## src/rtl/gpio_cfg_pkg.sv

```systemverilog
package gpio_cfg_pkg;
  localparam int RATIO_W = 2;
  localparam logic [3:0] CTRL_OFS = 4'h0;
  localparam logic [3:0] DIR_OFS  = 4'h4;

  typedef struct packed {
    logic [RATIO_W-1:0] ratio;
    logic               off;
  } ctrl_t;

  localparam ctrl_t CTRL_RST = '{ratio: RATIO_W'(1), off: 1'b0};
endpackage

```

## src/rtl/gpio_cfg_regs.sv

```systemverilog
module gpio_cfg_regs
  import gpio_cfg_pkg::*;
#(
  parameter int ADDR_W = 4,
  parameter int PINS   = 32,
  parameter int DW     = 32
) (
  input  logic              clk,
  input  logic              rst,
  input  logic [ADDR_W-1:0] addr,
  input  logic              we,
  input  logic [DW-1:0]     wdata,
  output ctrl_t             ctrl,
  output logic              ctrl_wr,
  output logic [PINS-1:0]   dir_n
);
  localparam int CTRL_W = $bits(ctrl_t);

  logic sel_ctrl, sel_dir;

  assign sel_ctrl = (addr == ADDR_W'(CTRL_OFS));
  assign sel_dir  = (addr == ADDR_W'(DIR_OFS));
  assign ctrl_wr  = we && sel_ctrl;

  always_ff @(posedge clk) begin
    if (rst) begin
      ctrl <= CTRL_RST;
    end else if (ctrl_wr) begin
      ctrl <= ctrl_t'(wdata[CTRL_W-1:0]);
    end
  end

  always_ff @(posedge clk) begin
    if (rst) begin
      dir_n <= '1;
    end else if (we && sel_dir) begin
      dir_n <= wdata[PINS-1:0];
    end
  end

  p_dir_only_on_write_r6: assert property (@(posedge clk) disable iff (rst)
    !$past(we && sel_dir) |-> $stable(dir_n));
endmodule

```

## src/rtl/gpio_evt_div.sv

```systemverilog
module gpio_evt_div
  import gpio_cfg_pkg::*;
#(
  parameter int R_W = RATIO_W
) (
  input  logic           clk,
  input  logic           rst,
  input  logic [R_W-1:0] ratio,
  input  logic           off,
  input  logic           restart,
  output logic           tick
);
  localparam int CNT_W = (1 << R_W) - 1;

  logic [CNT_W-1:0] cnt;
  logic [CNT_W-1:0] hit;

  always_ff @(posedge clk) begin
    if (rst || off || restart) begin
      cnt <= '0;
    end else begin
      cnt <= cnt + CNT_W'(1);
    end
  end

  for (genvar i = 0; i < CNT_W; i++) begin : g_bit
    assign hit[i] = cnt[i] | (32'(i) >= 32'(ratio));
  end

  assign tick = !off && (&hit);

  p_held_while_off_r3: assert property (@(posedge clk) disable iff (rst)
    $past(off) |-> (cnt == '0));
endmodule

```

## src/rtl/gpio_cfg_rdmux.sv

```systemverilog
module gpio_cfg_rdmux
  import gpio_cfg_pkg::*;
#(
  parameter int ADDR_W = 4,
  parameter int PINS   = 32,
  parameter int DW     = 32
) (
  input  logic              clk,
  input  logic              rst,
  input  logic [ADDR_W-1:0] addr,
  input  ctrl_t             ctrl,
  input  logic [PINS-1:0]   dir_n,
  output logic [DW-1:0]     rd_data
);
  localparam int CTRL_W = $bits(ctrl_t);

  logic [DW-1:0] rd_next;

  always_comb begin
    rd_next = '0;
    if (addr == ADDR_W'(CTRL_OFS)) begin
      rd_next[CTRL_W-1:0] = ctrl;
    end else if (addr == ADDR_W'(DIR_OFS)) begin
      rd_next[PINS-1:0] = dir_n;
    end
  end

  always_ff @(posedge clk) begin
    if (rst) begin
      rd_data <= '0;
    end else begin
      rd_data <= rd_next;
    end
  end
endmodule

```

## src/rtl/gpio_cfg_slice.sv

```systemverilog
module gpio_cfg_slice
  import gpio_cfg_pkg::*;
#(
  parameter int ADDR_W = 4,
  parameter int PINS   = 32,
  parameter int DW     = 32
) (
  input  logic              clk,
  input  logic              rst,
  input  logic [ADDR_W-1:0] bus_addr,
  input  logic              bus_we,
  input  logic [DW-1:0]     bus_wdata,
  output logic [DW-1:0]     rd_data,
  output logic              evt_tick,
  output logic              mod_off,
  output logic [PINS-1:0]   pad_dir_n
);
  localparam int CTRL_W = $bits(ctrl_t);

  ctrl_t ctrl;
  logic  ctrl_wr;

  gpio_cfg_regs #(.ADDR_W(ADDR_W), .PINS(PINS), .DW(DW)) u_regs (
    .clk     (clk),
    .rst     (rst),
    .addr    (bus_addr),
    .we      (bus_we),
    .wdata   (bus_wdata),
    .ctrl    (ctrl),
    .ctrl_wr (ctrl_wr),
    .dir_n   (pad_dir_n)
  );

  gpio_evt_div #(.R_W(RATIO_W)) u_div (
    .clk     (clk),
    .rst     (rst),
    .ratio   (ctrl.ratio),
    .off     (ctrl.off),
    .restart (ctrl_wr),
    .tick    (evt_tick)
  );

  gpio_cfg_rdmux #(.ADDR_W(ADDR_W), .PINS(PINS), .DW(DW)) u_rd (
    .clk     (clk),
    .rst     (rst),
    .addr    (bus_addr),
    .ctrl    (ctrl),
    .dir_n   (pad_dir_n),
    .rd_data (rd_data)
  );

  assign mod_off = ctrl.off;

  p_off_no_tick_r3: assert property (@(posedge clk) disable iff (rst)
    mod_off |-> !evt_tick);

  p_full_rate_r2: assert property (@(posedge clk) disable iff (rst)
    (!mod_off && ctrl.ratio == '0) |-> evt_tick);

  p_no_tick_after_write_r9: assert property (@(posedge clk) disable iff (rst)
    ($past(bus_we && bus_addr == ADDR_W'(CTRL_OFS)) && !mod_off && ctrl.ratio != '0)
      |-> !evt_tick);

  p_rsvd_zero_r5: assert property (@(posedge clk) disable iff (rst)
    $past(bus_addr == ADDR_W'(CTRL_OFS)) |-> (rd_data[DW-1:CTRL_W] == '0));

  p_unmapped_zero_r7: assert property (@(posedge clk) disable iff (rst)
    $past(bus_addr != ADDR_W'(CTRL_OFS) && bus_addr != ADDR_W'(DIR_OFS))
      |-> (rd_data == '0));

  p_dir_readback_r6: assert property (@(posedge clk) disable iff (rst)
    $past(bus_addr == ADDR_W'(DIR_OFS)) |-> (rd_data[PINS-1:0] == $past(pad_dir_n)));
endmodule

```

## config.mk

```make
export PLATFORM = sky130hd
export DESIGN_NAME = gpio_cfg_slice
export DESIGN_NICKNAME = d
export VERILOG_FILES = /design/src/rtl/gpio_cfg_pkg.sv /design/src/rtl/gpio_cfg_regs.sv /design/src/rtl/gpio_evt_div.sv /design/src/rtl/gpio_cfg_rdmux.sv /design/src/rtl/gpio_cfg_slice.sv
export SDC_FILE = /design/constraint.sdc
export NUM_CORES = 1
export LEC_CHECK = 0
export ABC_AREA = 1
export ABC_CLOCK_PERIOD_IN_PS = 1110
export BUFFER_PORTS_ARGS = -buffer_cell sky130_fd_sc_hd__buf_2
export CORE_MARGIN = 10
export CORE_UTILIZATION = 30
export CTS_BUF_LIST = sky130_fd_sc_hd__clkbuf_8
export DETAILED_ROUTE_END_ITERATION = 6
export GPL_ROUTABILITY_DRIVEN = 0
export PLACE_DENSITY = 0.62
export SLEW_MARGIN = 5
export SYNTH_ARGS = -nofsm -noshare
export SYNTH_HDL_FRONTEND = slang
export SYNTH_SLANG_ARGS = --single-unit
```

## constraint.sdc

```tcl
create_clock -name clk -period 1.11 [get_ports clk]
set_input_delay 0.222 -clock clk [delete_from_list [all_inputs] [get_ports clk]]
set_output_delay 0.222 -clock clk [all_outputs]
set_load 0.02 [all_outputs]
```

# ---- After elaboration in Yosys (flattened, before gate mapping)
# Cells that the tools add are included.
dict set report totals {
  ff_bits 70
  word_cells 26
  inputBits 39
}
dict set report op_classes {
  muxes 2
  eq_ne 1
  n_lt_le_gt_ge 3
  n_addsub 1
  reduce_logical 9
  bitwise 4
}
# cell count
set ops {}
lappend ops {{$mux W3} 2}
lappend ops {{$eq A4 B3 Y1 const B} 1}
lappend ops {{$ge A1 B2 Y1 const A} 2}
lappend ops {{$logic_not A4 Y1} 1}
lappend ops {{$add A3 B1 Y3 const B} 1}
lappend ops {{$logic_and A1 B1 Y1} 3}
lappend ops {{$or A1 B1 Y1} 3}
lappend ops {{$reduce_and A3 Y1} 1}
lappend ops {{$reduce_or A3 Y1} 1}
lappend ops {{$ge A2 B2 Y1 const A} 1}
lappend ops {{$logic_or A1 B1 Y1} 2}
lappend ops {{$logic_not A1 Y1} 1}
lappend ops {{$not A1 Y1} 1}

# ---- Logic depth before layout (Yosys ltp)
# Gate-level depths: netlist of the first run.
dict set report logic_depth {
  ltp_word 4
  ltp_mapped 7
}

# ---- Hierarchy
# A second synthesis of the first run with hierarchy kept.
dict set report unflattened {
  cells_unflattened 307
  hier_area_um2 2652.5
}
# module cells_each area_each_um2 seq_area_each_um2 instances
set modules_own_cells {}
lappend modules_own_cells {gpio_cfg_regs 173 1428.9 700.7 1}
lappend modules_own_cells {gpio_cfg_rdmux 114 1081.0 640.6 1}
lappend modules_own_cells {gpio_evt_div 20 142.6 60.1 1}

# ---- Least setup slack after synthesis of the first run
# OpenSTA, ideal clock, no wires.
dict set report synth_path {
  path_type {register to output}
  startpoint {register, netlist name u_regs.ctrl[0]}
  endpoint {output evt_tick}
  arrival_time_ns 0.862
  path_buffers 0
  path_stages_with_launch 4
  path_slack_ns 0.026
  path_cell_list {dfxtp_1 -> inv_1 -> nand2_1 -> a21oi_1}
}
dict set report synth_via {
  elab_chain_len 2
}
# element line_no
set synth_lines {}
lappend synth_lines {{$logic_not A1 Y1} gpio_evt_div.sv:30} ;# assign tick = !off && (&hit);
lappend synth_lines {{$logic_and A1 B1 Y1} gpio_evt_div.sv:30}
lappend synth_lines {{end: declaration} gpio_cfg_slice.sv:14} ;# output logic evt_tick,
# No other way between the ends.

# ---- Final worst setup path of the first run
dict set report layout_path {
  startpoint {register u_div.cnt[0]}
  endpoint {output evt_tick}
}
dict set report layout_via {
  elab_chain_len 3
}
# element line_no
set layout_lines {}
lappend layout_lines {{start: declaration} gpio_evt_div.sv:15} ;# logic [CNT_W-1:0] cnt;
lappend layout_lines {{start signal: assignment} gpio_evt_div.sv:22} ;# cnt <= cnt + CNT_W'(1);
lappend layout_lines {{$or A1 B1 Y1} gpio_evt_div.sv:27} ;# assign hit[i] = cnt[i] | (32'(i) >= 32'(ratio));
lappend layout_lines {{$reduce_and A3 Y1} gpio_evt_div.sv:30}
lappend layout_lines {{$logic_and A1 B1 Y1} gpio_evt_div.sv:30}
# No other way between the ends.

==> impl_summary.md, run 1 <==
Routing
The routed design has 7.38 mm of wire. The met2 wire length is 3.49 mm. In this run the top signal layer used is met5. The number of routed nets with antenna violations is 0. The met3 routed wirelength is 709 um.

The routed wire length per instance is 14.4 um. After detailed routing, the number of vias per cell comes to 4.47. The routed metal-1 wire length is 3.10 mm.

Summing over every cut layer, the via total after detailed routing is 2,289. The count of TritonRoute iterations in the first routing pass is 4. After detailed routing, the number of remaining DRC violations is 0. The starting DRC count in detailed routing is 67.

Yosys
The post-synthesis instance area is 2430 um2. The largest area contributor in the netlist is sky130_fd_sc_hd__dfxtp_1. The total of flip-flops plus latches after synthesis is 70. The cell count after synthesis came out at 292. When the netlist entered floorplanning its net count stood at 332. The area fraction of the dominant cell type after synthesis is 0.577. For this run, the register share of the synthesized area comes to 0.577. Yosys mapped the design onto 17 distinct sky130hd cell types.

Ranked by total cell area, the synthesized netlist is headed by sky130_fd_sc_hd__dfxtp_1 (58%), sky130_fd_sc_hd__nand4_1 (9.8%), sky130_fd_sc_hd__nand3_1 (7.4%). Averaged over all synthesized cells, the footprint is 8.31 um2. The Yosys warning count is 0.

STA
Setup violations remaining at the end of the flow were counted as 1. The max-slew violation count came to 0. Setup repair after global routing could not meet its margin everywhere. The timing-limited maximum frequency is 768 MHz.

The routed design could run at a clock period as short as 1300 ps. Headroom to the max-slew limit came out at 0.764. The post-route clock skew is 8.69 ps.

The worst setup margin is -192 ps. For the pin with the worst max-slew slack, the measured transition is 352 ps. Dividing the final minimum period by the clock period gives 1.17.

The hold violation total from the final report came to 0.

Global route
The initial antenna violation count came to 1. After global routing the overflow that remains totals 0. The pin count of the biggest net entering global routing is 30.

The total routing usage reported by global routing is 0.122. The number of global-route vias before repair was 2,211. The wire length of the first global-routing pass is 11.3 mm.

Clock tree
The H-tree depth reported by CTS is 3. The cell at the root of the clock tree is sky130_fd_sc_hd__clkbuf_8. The number of clock buffers inserted by TritonCTS is 9. After clock tree synthesis, the clock-pin slew on the worst setup and hold paths is 80 ps. The number of buffers inserted for hold repair after clock tree synthesis is 0. Clock latency on the worst-skew pair, taken at its later pin, is approximately 330 ps.

TritonCTS built the clock tree. In this run the deepest clock path goes through 2 buffers. The count of clock tree sinks is 70.

Final layout
The most frequent standard cell in the layout excluding fill and tap cells is sky130_fd_sc_hd__buf_2. The number of diodes is 0. The filler cell count in the final layout is 773. The area growth from synthesis to layout is 44.3%. The final non-filler cell total is 512. In the layout the commonest cells are sky130_fd_sc_hd__buf_2 (70), sky130_fd_sc_hd__buf_4 (49), sky130_fd_sc_hd__nand2_1 (45), sky130_fd_sc_hd__inv_1 (40), sky130_fd_sc_hd__nand4_1 (38). The share of final-layout standard cells stronger than drive strength 1 is 0.434. The number of nets in the layout is 445.

Worst setup path
On the worst path, the slowest cell contributes a delay of 350 ps. The signal on the critical path passes through nand2_2 -> nand2_1 -> nand2_1 -> a21oi_2 -> buf_6. The most numerous cell type found on the critical path is sky130_fd_sc_hd__nand2_1. STA classifies the critical path endpoint as an output pin. Along the worst path, the maximum fanout reaches 3.

The element type at the critical path start is a flip-flop. The top cell family by delay on the critical path is flip-flops. The number of buffers and inverters on the critical path is 1. In this run the register-to-register setup slack is 120 ps. At the worst endpoint, the arrival time is 1080 ps. The critical path class is flip-flop to output pin. Among all stages on the critical path, the largest delay is contributed by sky130_fd_sc_hd__dfxtp_2. The critical path data required time is ~890 ps.

Floorplanning
The die area is 12,100 um2. The initial utilization of the core area, before any placement, comes to 0.311. The floorplan row count is 32.

The die height is around 110 um. The floorplan step set the die width to 110 um. The area of the placeable core is 7810 um2. In this run the count of I/O pins placed on the die edge is between 100 and 150.

Placement
Detailed placement ended at an HPWL of 5.54 mm. The count of buffers from port buffering is 104. Including well taps, the total number of placed cells is 495.

Power
In this run the power density over the cells is 1470 nW/um2. VDD sags by at most 0.000708 V. The final total power is just over 5 mW.

The cell leakage power is roughly 2.0 nW.

Run status
The final reports fail on negative setup slack. The flow ran to the end, but the final reports show violations.

Job
The max capacitance violation total is 0.

Worst hold path
The worst hold path belongs to the class input pin to flip-flop.
==> power by group <==
group	total [mW]	internal, mW	switching [mW]	leakage [nW]
Combinational	0.475	0.201	0.274	1.38
Clock	2.06	1.14	0.919	0.108
Sequential	2.61	2.58	0.0348	0.555
==> synth_stat cells <==
cell type                  instances
sky130_fd_sc_hd__a21oi_1           1
sky130_fd_sc_hd__buf_1             1
sky130_fd_sc_hd__buf_2            10
sky130_fd_sc_hd__buf_6             1
sky130_fd_sc_hd__clkbuf_1          9
sky130_fd_sc_hd__dfxtp_1          70
sky130_fd_sc_hd__ha_1              1
sky130_fd_sc_hd__inv_1            39
sky130_fd_sc_hd__nand2_1          46
sky130_fd_sc_hd__nand3_1          36
sky130_fd_sc_hd__nand3_2           1
sky130_fd_sc_hd__nand4_1          38
sky130_fd_sc_hd__nor2_1           35
sky130_fd_sc_hd__nor2_2            1
sky130_fd_sc_hd__nor2_4            1
sky130_fd_sc_hd__o21ai_0           1
sky130_fd_sc_hd__xnor2_1           1
==> metal layers <==
metal	vias to the layer above	GRT usage
li1	1167	-
met1	1037	0.145
met2	75	0.189
met3	8	0.0556
met4	2	0.0446
met5	-	0
==> area by class of cell <==
type | instances | area, um2 | share of cell area
Multi-Input combinational cell | 162 | 792 | 0.226
Inverter | 39 | 146 | 0.0418
Tap cell | 102 | 128 | 0.0364
Clock buffer | 11 | 151 | 0.0432
Sequential cell | 70 | 1450 | 0.413
Timing Repair Buffer | 123 | 790 | 0.225
Clock inverter | 5 | 50.0 | 0.0143
==> state kept, by name, indices dropped and copies added, names as in the netlist <==
name,flops
u_rd.rd_data,32
u_regs.dir_n,32
u_div.cnt,3
u_regs.ctrl,3
==> logic make-up (layout without fill, tap and decap cells) <==
family,after synthesis,count (layout),synth area share
adders and majority gates,1,1,0.00515
DFF,70,70,0.577
buffers and inverters,60,178,0.101
xor gates and xnor gates,1,1,0.00361
and+or+nand+nor,158,158,0.309
AOI/OAI and AO/OA,2,2,0.00412
==> tightest hold or removal path: stages <==
cell,delay [ps]
sky130_fd_sc_hd__buf_2,80
sky130_fd_sc_hd__nand4_1,80
sky130_fd_sc_hd__nand3_1,80
==> metrics by stage <==
step           hold WS [ps]  utilization  setup TNS, ps  setup WS, ps  instance area (um2)
2_1_floorplan           399            -              0          26.1                 2430
3_3_place_gp            432        0.404              0          2.64                 3150
3_5_place_dp            433        0.404           -322         -33.3                 3150
4_1_cts                 129        0.441           -226          -226                 3440
5_1_grt                 136        0.449           -309          -309                 3500
6_report                146        0.449           -192          -192                 3500
==> final timing paths <==
kind | cells after the start | end | start
max | 5 | evt_tick | u_div.cnt[0]
min | 3 | u_regs.dir_n[28] | bus_wdata[28]
max reg2reg | 4 | u_div.cnt[2] | u_div.cnt[0]
min reg2reg | 2 | u_rd.rd_data[9] | u_regs.dir_n[9]
==> repair_timing <==
item	4_1_cts	5_1_grt
gates cloned	0	0
setup endpoints to repair	27	26
gates resized for setup	40	34
setup buffers	1	0
pin swaps	0	1
No activity file was read; power rests on OpenSTA's default activity.
==> run 2: changes to the inputs <==
CELL_PAD_IN_SITES_DETAIL_PLACEMENT = 0   (was not set)
CELL_PAD_IN_SITES_GLOBAL_PLACEMENT = 1   (was not set)
PLACE_DENSITY = 0.79   (was 0.62)
==> run 2 against run 1 <==
The flow still finishes with violations (negative setup slack). Sequential share of layout area up 0.24 points. Clock power shrank 14%. Fmax fell by 1.2%. Flip-flop and latch count did not move. Critical path type unchanged. Critical endpoint unchanged. Highest routed layer is now met4.
==> impl_summary.md, run 2 (synthesized netlist as in run 1, its figures left out) <==
STA
The post-route clock skew is 4.36 ps (-4.33 ps). The max-slew violation count is 0 (unchanged). The headroom to the max-slew limit is 0.822 (+0.0583). The timing-limited maximum frequency is 759 MHz (-1.2%). The hold violation total from the final report is 0 (unchanged). The period utilization came to 1.19 (+0.0145). Setup repair after global routing could not meet its margin everywhere. The final setup violation count is 1 (unchanged). The time the final worst path needs with I/O delays and setup was 1320 ps (+16.1 ps).

The worst setup margin is -208 ps (-16.1 ps). The actual transition at the worst max-transition pin is 266 ps (-86.8 ps).

Routing
The routed wire length came to 7.30 mm (-1.0%). The number of routed nets with antenna violations was 0 (unchanged). The routed via count divided by cell count was 4.46 (-0.26%). The via count is 2,292 (+0.13%). The number of remaining DRC errors came to 0 (unchanged). The count of TritonRoute iterations in the first routing pass is 4 (unchanged).

The starting DRC count in detailed routing is 90 (+34%). The routed wire length per instance came to 14.2 um (-1.4%).

Clock tree
The number of clock buffers inserted by TritonCTS came to 9 (unchanged). The number of buffers inserted for hold repair after clock tree synthesis is 0 (unchanged). The clock slew seen by the registers of the worst setup and hold paths came to 70 ps (about the same). The clock insertion delay at the later pin of the skew report is 340 ps (about the same).

The buffer levels on the longest clock path is 2 (unchanged). The count of clock tree sinks is 70 (unchanged). The TritonCTS clock tree is yes. Clock tree synthesis selected as its root buffer the cell sky130_fd_sc_hd__clkbuf_8. The H-tree depth reported by CTS was 3 (unchanged).

Floorplanning
The die area was 12,100 um2 (unchanged). The starting density of the core came to 0.311 (unchanged). The die height is 110 um (unchanged). The area of the placeable core is 7810 um2 (unchanged).

The number of I/O pins is 105 (unchanged). The width of the die is 110 um (unchanged). The floorplan row count is 32 (unchanged).

Worst setup path
The element type at the critical path start is a flip-flop. The critical path class is flip-flop to output pin. The arrival time at the worst endpoint is 1100 ps (+20 ps). The critical path data required time came to 890 ps (about the same). The critical-path maximum fanout is 3 (unchanged). The worst setup path is captured at an output pin.

Placement
The count of placed standard cells including taps is 496 (+0.20%). The post-DP HPWL is 5.42 mm (-2.1%). The count of buffers from port buffering is 104 (unchanged). The instance area at placement is 3150 um2 (-0.16%).

Global route
The wire length of the first global-routing pass is 11.4 mm (+0.37%). The pin count of the biggest net entering global routing is 24 (-20%). The number of global-route vias before repair is 2,238 (+1.2%). The total routing usage reported by global routing came to 0.122 (-0.000392). The final global-route overflow total came to 0 (unchanged).

The initial antenna violation count came to 0 (-1).

Final layout
The share of final-layout standard cells stronger than drive strength 1 is 0.439 (+0.00517). The area of combinational cells with multiple inputs came to 803 um2 (+1.4%). The largest registers in the layout are u_rd.rd_data x32, u_regs.dir_n x32. The most frequent standard cell in the layout excluding fill and tap cells is sky130_fd_sc_hd__buf_2. The number of diodes is 0 (unchanged). The growth of design area from synthesis to finish is 43.5%. The area taken by flip-flops and latches is 1450 um2 (unchanged).

The number of nets in the layout came to 447 (+0.45%). The filler cell count in the final layout is 801 (+3.6%). The library cells used most frequently in the layout, excluding fill and tap cells, are sky130_fd_sc_hd__buf_2 (70), sky130_fd_sc_hd__buf_4 (52), sky130_fd_sc_hd__nand2_1 (46), sky130_fd_sc_hd__inv_1 (41), sky130_fd_sc_hd__nand4_1 (38).

The final non-filler cell total came to 514 (+0.39%). The share of the core filled with cells is 0.446 (-0.00256). The final standard cell area without fillers is 3480 um2 (-0.57%).

Power
The share of power burned in the clock network is 0.365 (-0.035). The combinational share of power is 0.099 (+0.007). The total internal power is 3.63 mW (-7.5%). The register share of total power is 0.536 (+0.029). The maximum vdd ir drop is 0.000619 V (-13%). The switching share of power is 0.256 (+0.0172). The final total power is 4.87 mW (-5.3%). The power per unit of standard cell area is 1400 nW/um2 (-4.8%). The cell leakage power came to 2.04 nW (-0.45%).

The switching component of the power is 1.25 mW (+1.5%).

Run status
The run finished, with violations left. The final reports fail on negative setup slack.

Worst hold path
The min-delay analysis places its worst path in the category input pin to flip-flop.

Job
The max capacitance violation total is 0 (unchanged).
[run 2: cell count changes in the layout (fill, tap and decap cells not counted), sizes merged]
cell | previous run | this run
bufinv | 1 | 0
buf | 123 | 125
clkbuf | 11 | 10
clkinv | 1 | 3
[run 2: critical path, stage by stage (launching register included)]
cell and delay (ps):
sky130_fd_sc_hd__dfxtp_2 350, sky130_fd_sc_hd__nand2_1 50, sky130_fd_sc_hd__nand2_1 50, sky130_fd_sc_hd__nand2_1 60, sky130_fd_sc_hd__a21oi_2 120, sky130_fd_sc_hd__buf_6 130
[run 2: area by class of cell]
class,count,share of cell area
Clock buffer,10,0.0395
Inverter,39,0.0420
Multi-Input combinational cell,162,0.231
Clock inverter,6,0.00862
Sequential cell,70,0.415
Tap cell,102,0.0367
Timing Repair Buffer,125,0.227
[run 2: path summary, 6_finish.rpt]
| path | from | to | slack [ps] | cells past startpoint |
|---|---|---|---|---|
| worst max register to register | u_div.cnt[0] | u_div.cnt[1] | 60 | 5 |
| worst min register to register | u_regs.dir_n[7] | u_rd.rd_data[7] | 440 | 2 |
| worst max-delay path | u_div.cnt[0] | evt_tick | -210 | 5 |
| worst min-delay path | bus_wdata[4] | u_regs.dir_n[4] | 140 | 3 |
[run 2: per-stage QoR]
stage	hold slack [ps]	worst slack, ps	TNS, ps
2_1_floorplan	399	26.1	0
3_3_place_gp	431	-105	-3950
3_5_place_dp	434	-135	-5250
4_1_cts	133	-226	-226
5_1_grt	139	-301	-317
6_report	141	-208	-208
[run 2: per-layer routing]
metal	global-route usage	part of all wire	vias to the layer above
met3	0.0486	0.087	10
met2	0.205	0.49	71
met1	0.134	0.41	1041
li1	-	-	1170
met5	0	0	-
met4	0.0474	0.016	0
[run 2: what timing repair did]
| item | 4_1_cts | 5_1_grt |
|---|---|---|
| resized for setup | 30 | 45 |
| setup endpoints to repair | 24 | 33 |
| pin swaps | 0 | 3 |
| setup buffers | 1 | 1 |
[run 2: power groups by stage]
stage	combinational [mW]	sequential, mW	clock, mW
4_1_cts	0.472	2.60	1.85
3_5_place_dp	0.450	2.66	0
6_report	0.481	2.61	1.78
5_1_grt	0.534	2.62	1.96
2_1_floorplan	0.176	2.71	0
3_3_place_gp	0.445	2.66	0
==> run 3: changes to the inputs <==
--- a/config.mk
+++ b/config.mk
@@ -8,5 +8,5 @@
 export ABC_AREA = 1
 export ABC_CLOCK_PERIOD_IN_PS = 1110
-export BUFFER_PORTS_ARGS = -buffer_cell sky130_fd_sc_hd__buf_2
+export BUFFER_PORTS_ARGS = -buffer_cell sky130_fd_sc_hd__clkbuf_2
 export CELL_PAD_IN_SITES_DETAIL_PLACEMENT = 0
 export CELL_PAD_IN_SITES_GLOBAL_PLACEMENT = 1
==> constraint.sdc (replaced) <==
create_clock -name clk -period 1.11 [get_ports clk]
set_input_delay 0.0555 -clock clk [delete_from_list [all_inputs] [get_ports clk]]
set_output_delay 0.0555 -clock clk [all_outputs]
set_load 0.02 [all_outputs]
==> run 3 against run 2 <==
The flow still finishes with violations (negative setup slack). Critical endpoint unchanged. Clock skew is 0.63 ps higher. Largest cell class unchanged. Clock-buffer cell count increased by 1. Register-to-register slack gained 80 ps. Fmax rose by 14%. First-iteration DRC count fell by 31%. Via count up 3.7%. Sequential power about the same. Cell count grew 4.5%. Combinational power rose by 9.8%. Critical path depth stayed put. Non-clock buffer count increased by 23. Global-route usage increased by 0.57 points.
==> impl_summary.md, run 3 (synthesized netlist as in run 1, its figures left out) <==
Routing
The routed via count divided by cell count is 4.42 (-0.78%). The routed metal-1 wire length is 3.04 mm (+2.8%). The number of remaining DRC errors is 0 (unchanged). The starting DRC count in detailed routing is 62 (-31%). The met3 routed wirelength is 607 um (-4.9%).

The via count was 2,376 (+3.7%). The met2 wire length is 3.71 mm (+3.5%). The count of TritonRoute iterations in the first routing pass is 5 (+1). The routed wire length per instance is 13.9 um (-2.1%). The number of routed nets with antenna violations is 0 (unchanged).

The routed wire length is 7.47 mm (+2.3%). The detailed router used layers up to and including met4.

Worst hold path
The depth of the worst hold-timing path is 3 (unchanged). For hold timing, the worst endpoint is u_regs.dir_n[0]. In this run the most critical hold path is launched from bus_wdata[0]. The kind of path behind the tightest hold check is input pin to flip-flop.

STA
The worst setup margin is -43.1 ps (+165 ps). Setup repair after global routing could not meet its margin everywhere. The time the final worst path needs with I/O delays and setup was 1150 ps (-165 ps). The hold violation total from the final report is 0 (unchanged). The final setup violation count is 1 (unchanged).

The post-route clock skew was 4.99 ps (+0.629 ps). The max-slew violation count is 0 (unchanged). The headroom to the max-slew limit is 0.823 (about the same). The period utilization was 1.04 (-0.148). The sum of negative setup slack is -43.1 ps (+165 ps).

The actual transition at the worst max-transition pin was 265 ps (-0.689 ps). The timing-limited maximum frequency was 867 MHz (+14%).

Final layout
The share of final-layout standard cells stronger than drive strength 1 came to 0.320 (-0.120). The area growth from synthesis to layout is 49.3%. The largest registers in the layout are u_rd.rd_data x32, u_regs.dir_n x32. The area of combinational cells with multiple inputs is 790 um2 (-1.7%). The area taken by flip-flops and latches is 1400 um2 (-2.9%).

The filler cell count in the final layout is 789 (-1.5%). The number of diodes is 0 (unchanged). The number of nets in the layout is 470 (+5.1%). The share of the core filled with cells is 0.464 (+0.0181). The library cells used most frequently in the layout, excluding fill and tap cells, are sky130_fd_sc_hd__clkbuf_2 (103), sky130_fd_sc_hd__dfxtp_1 (68), sky130_fd_sc_hd__nand2_1 (46), sky130_fd_sc_hd__inv_1 (41), sky130_fd_sc_hd__nand4_1 (38).

Leaving out fill and tap cells, the most frequent cell in the layout is sky130_fd_sc_hd__clkbuf_2.

Floorplanning
The die height is 110 um (unchanged). The die area is 12,100 um2 (unchanged). The floorplan row count came to 32 (unchanged). The width of the die is 110 um (unchanged). The number of I/O pins is 105 (unchanged). The area of the placeable core is 7810 um2 (unchanged).

The starting density of the core is 0.311 (unchanged).

Power
The maximum vdd ir drop is 0.000568 V (-8.4%). The switching share of power is 0.239 (-0.0168). The cell leakage power is 2.12 nW (+4.0%). The combinational share of power came to 0.102 (+0.003). The power per unit of standard cell area came to 1430 nW/um2 (+2.4%). The share of power burned in the clock network is 0.396 (+0.031). The total internal power came to 3.95 mW (+8.9%).

The switching component of the power is 1.24 mW (-0.49%). The register share of total power is 0.502 (-0.034).

Clock tree
The H-tree depth reported by CTS is 3 (unchanged). The clock slew seen by the registers of the worst setup and hold paths is 70 ps (about the same). The tree is rooted in a sky130_fd_sc_hd__clkbuf_8. The number of clock buffers inserted by TritonCTS came to 9 (unchanged). The count of clock tree sinks is 70 (unchanged). The clock insertion delay at the later pin of the skew report is 330 ps (about the same).

The buffer levels on the longest clock path is 2 (unchanged). The TritonCTS clock tree is yes.

Run status
The run finished, with violations left. The checks that failed: negative setup slack.

Global route
The number of global-route vias before repair was 2,511 (+12%). The total routing usage reported by global routing is 0.127 (+0.00566). The initial antenna violation count is 0 (unchanged). The final global-route overflow total is 0 (unchanged). The pin count of the biggest net entering global routing is 23 (-4.2%). The wire length of the first global-routing pass is 12.2 mm (+7.5%).

Job
The max capacitance violation total is 0 (unchanged).

Placement
The post-DP HPWL is 5.47 mm (+0.78%). The count of buffers from port buffering came to 104 (unchanged). The pre-CTS worst setup slack is 24.5 ps (+159 ps).

Worst setup path
The reg-to-reg startpoint is u_div.cnt[0]. The critical path class is flip-flop to output pin. The critical path goes through nand2_1 -> nand2_1 -> nand2_1 -> a21oi_2 -> buf_6. The reg2reg setup slack is 140 ps (+80 ps).

The most repeated library cell on the critical path is sky130_fd_sc_hd__nand2_1. The critical-path maximum fanout came to 4 (+1). The critical path data required time was 1050 ps (+160 ps).

The endpoint identified for the worst register-to-register timing path is u_div.cnt[2]. The kind of end point of the critical path is an output pin. The element type at the critical path start is a flip-flop. The biggest cell delay along the critical path is 350 ps (about the same). The count of cells along the worst register-to-register path is 4 (-1). The library cell contributing the largest single delay on the critical path is sky130_fd_sc_hd__dfxtp_2. The arrival time at the worst endpoint is 1100 ps (about the same).
==> run 3: changes by cell type in the layout (fill, tap and decap cells not counted), moves of 2 or more <==
cell                            previous run  this run
sky130_fd_sc_hd__buf_4                    52        13
sky130_fd_sc_hd__dfxtp_2                  35         2
sky130_fd_sc_hd__dfxtp_1                  35        68
sky130_fd_sc_hd__dlygate4sd3_1             0        29
sky130_fd_sc_hd__clkbuf_2                  0       103
sky130_fd_sc_hd__clkinv_2                  3         1
sky130_fd_sc_hd__buf_2                    70         0
==> run 3: worst max-delay path by stage <==
stage | from | end | slack (ps)
after floorplan | u_regs.ctrl[0] | evt_tick | 190
after global placement | bus_addr[2] | u_regs.dir_n[5] | 70
after detailed placement | bus_addr[2] | u_regs.dir_n[11] | 20
after CTS | u_div.cnt[0] | evt_tick | -90
after global routing | u_div.cnt[0] | evt_tick | -130
final | u_div.cnt[0] | evt_tick | -40
==> run 3: layer usage <==
layer,up-vias,global-route usage
met5,-,0
met4,0,0.0474
met3,11,0.0415
met2,74,0.224
met1,1071,0.139
li1,1220,-
==> run 3: metrics by stage <==
stage	total power [mW]	instance area, um2	cells	hold slack, ps
floorplan	2.89	2430	292	233
global placement	3.09	3110	491	319
detailed placement	3.10	3110	491	327
CTS	5.27	3610	536	0.138
global route	5.43	3620	537	21.0
finish	5.19	3620	537	15.0
==> run 3: power by group through the flow <==
stage	Clock, mW	Combinational (mW)	Sequential [mW]
global placement	0	0.432	2.66
finish	2.06	0.528	2.60
detailed placement	0	0.440	2.66
global route	2.24	0.583	2.61
CTS	2.13	0.528	2.60
floorplan	0	0.176	2.71
==> run 3: critical path: cells and delay by family (launching register included) <==
kind	cells	cell delay, ps
simple gates	3	160
compound gates	1	120
flops	1	350
buf+inv	1	130
==> run 3: area by class of cell <==
| cell class | count | area share |
|---|---|---|
| Timing Repair Buffer | 148 | 0.263 |
| Multi-Input combinational cell | 162 | 0.218 |
| Inverter | 39 | 0.0404 |
| Clock inverter | 5 | 0.0138 |
| Sequential cell | 70 | 0.387 |
| Clock buffer | 11 | 0.0418 |
| Tap cell | 102 | 0.0352 |
==> run 3: timing repair <==
action / 4_1_cts / 5_1_grt
hold endpoints to repair: 28 / 1
hold buffers: 28 / 1
setup buffers: 1 / 0
setup endpoints to repair: 1 / 1
gates resized for setup: 3 / 4
pin swaps: 0 / 0
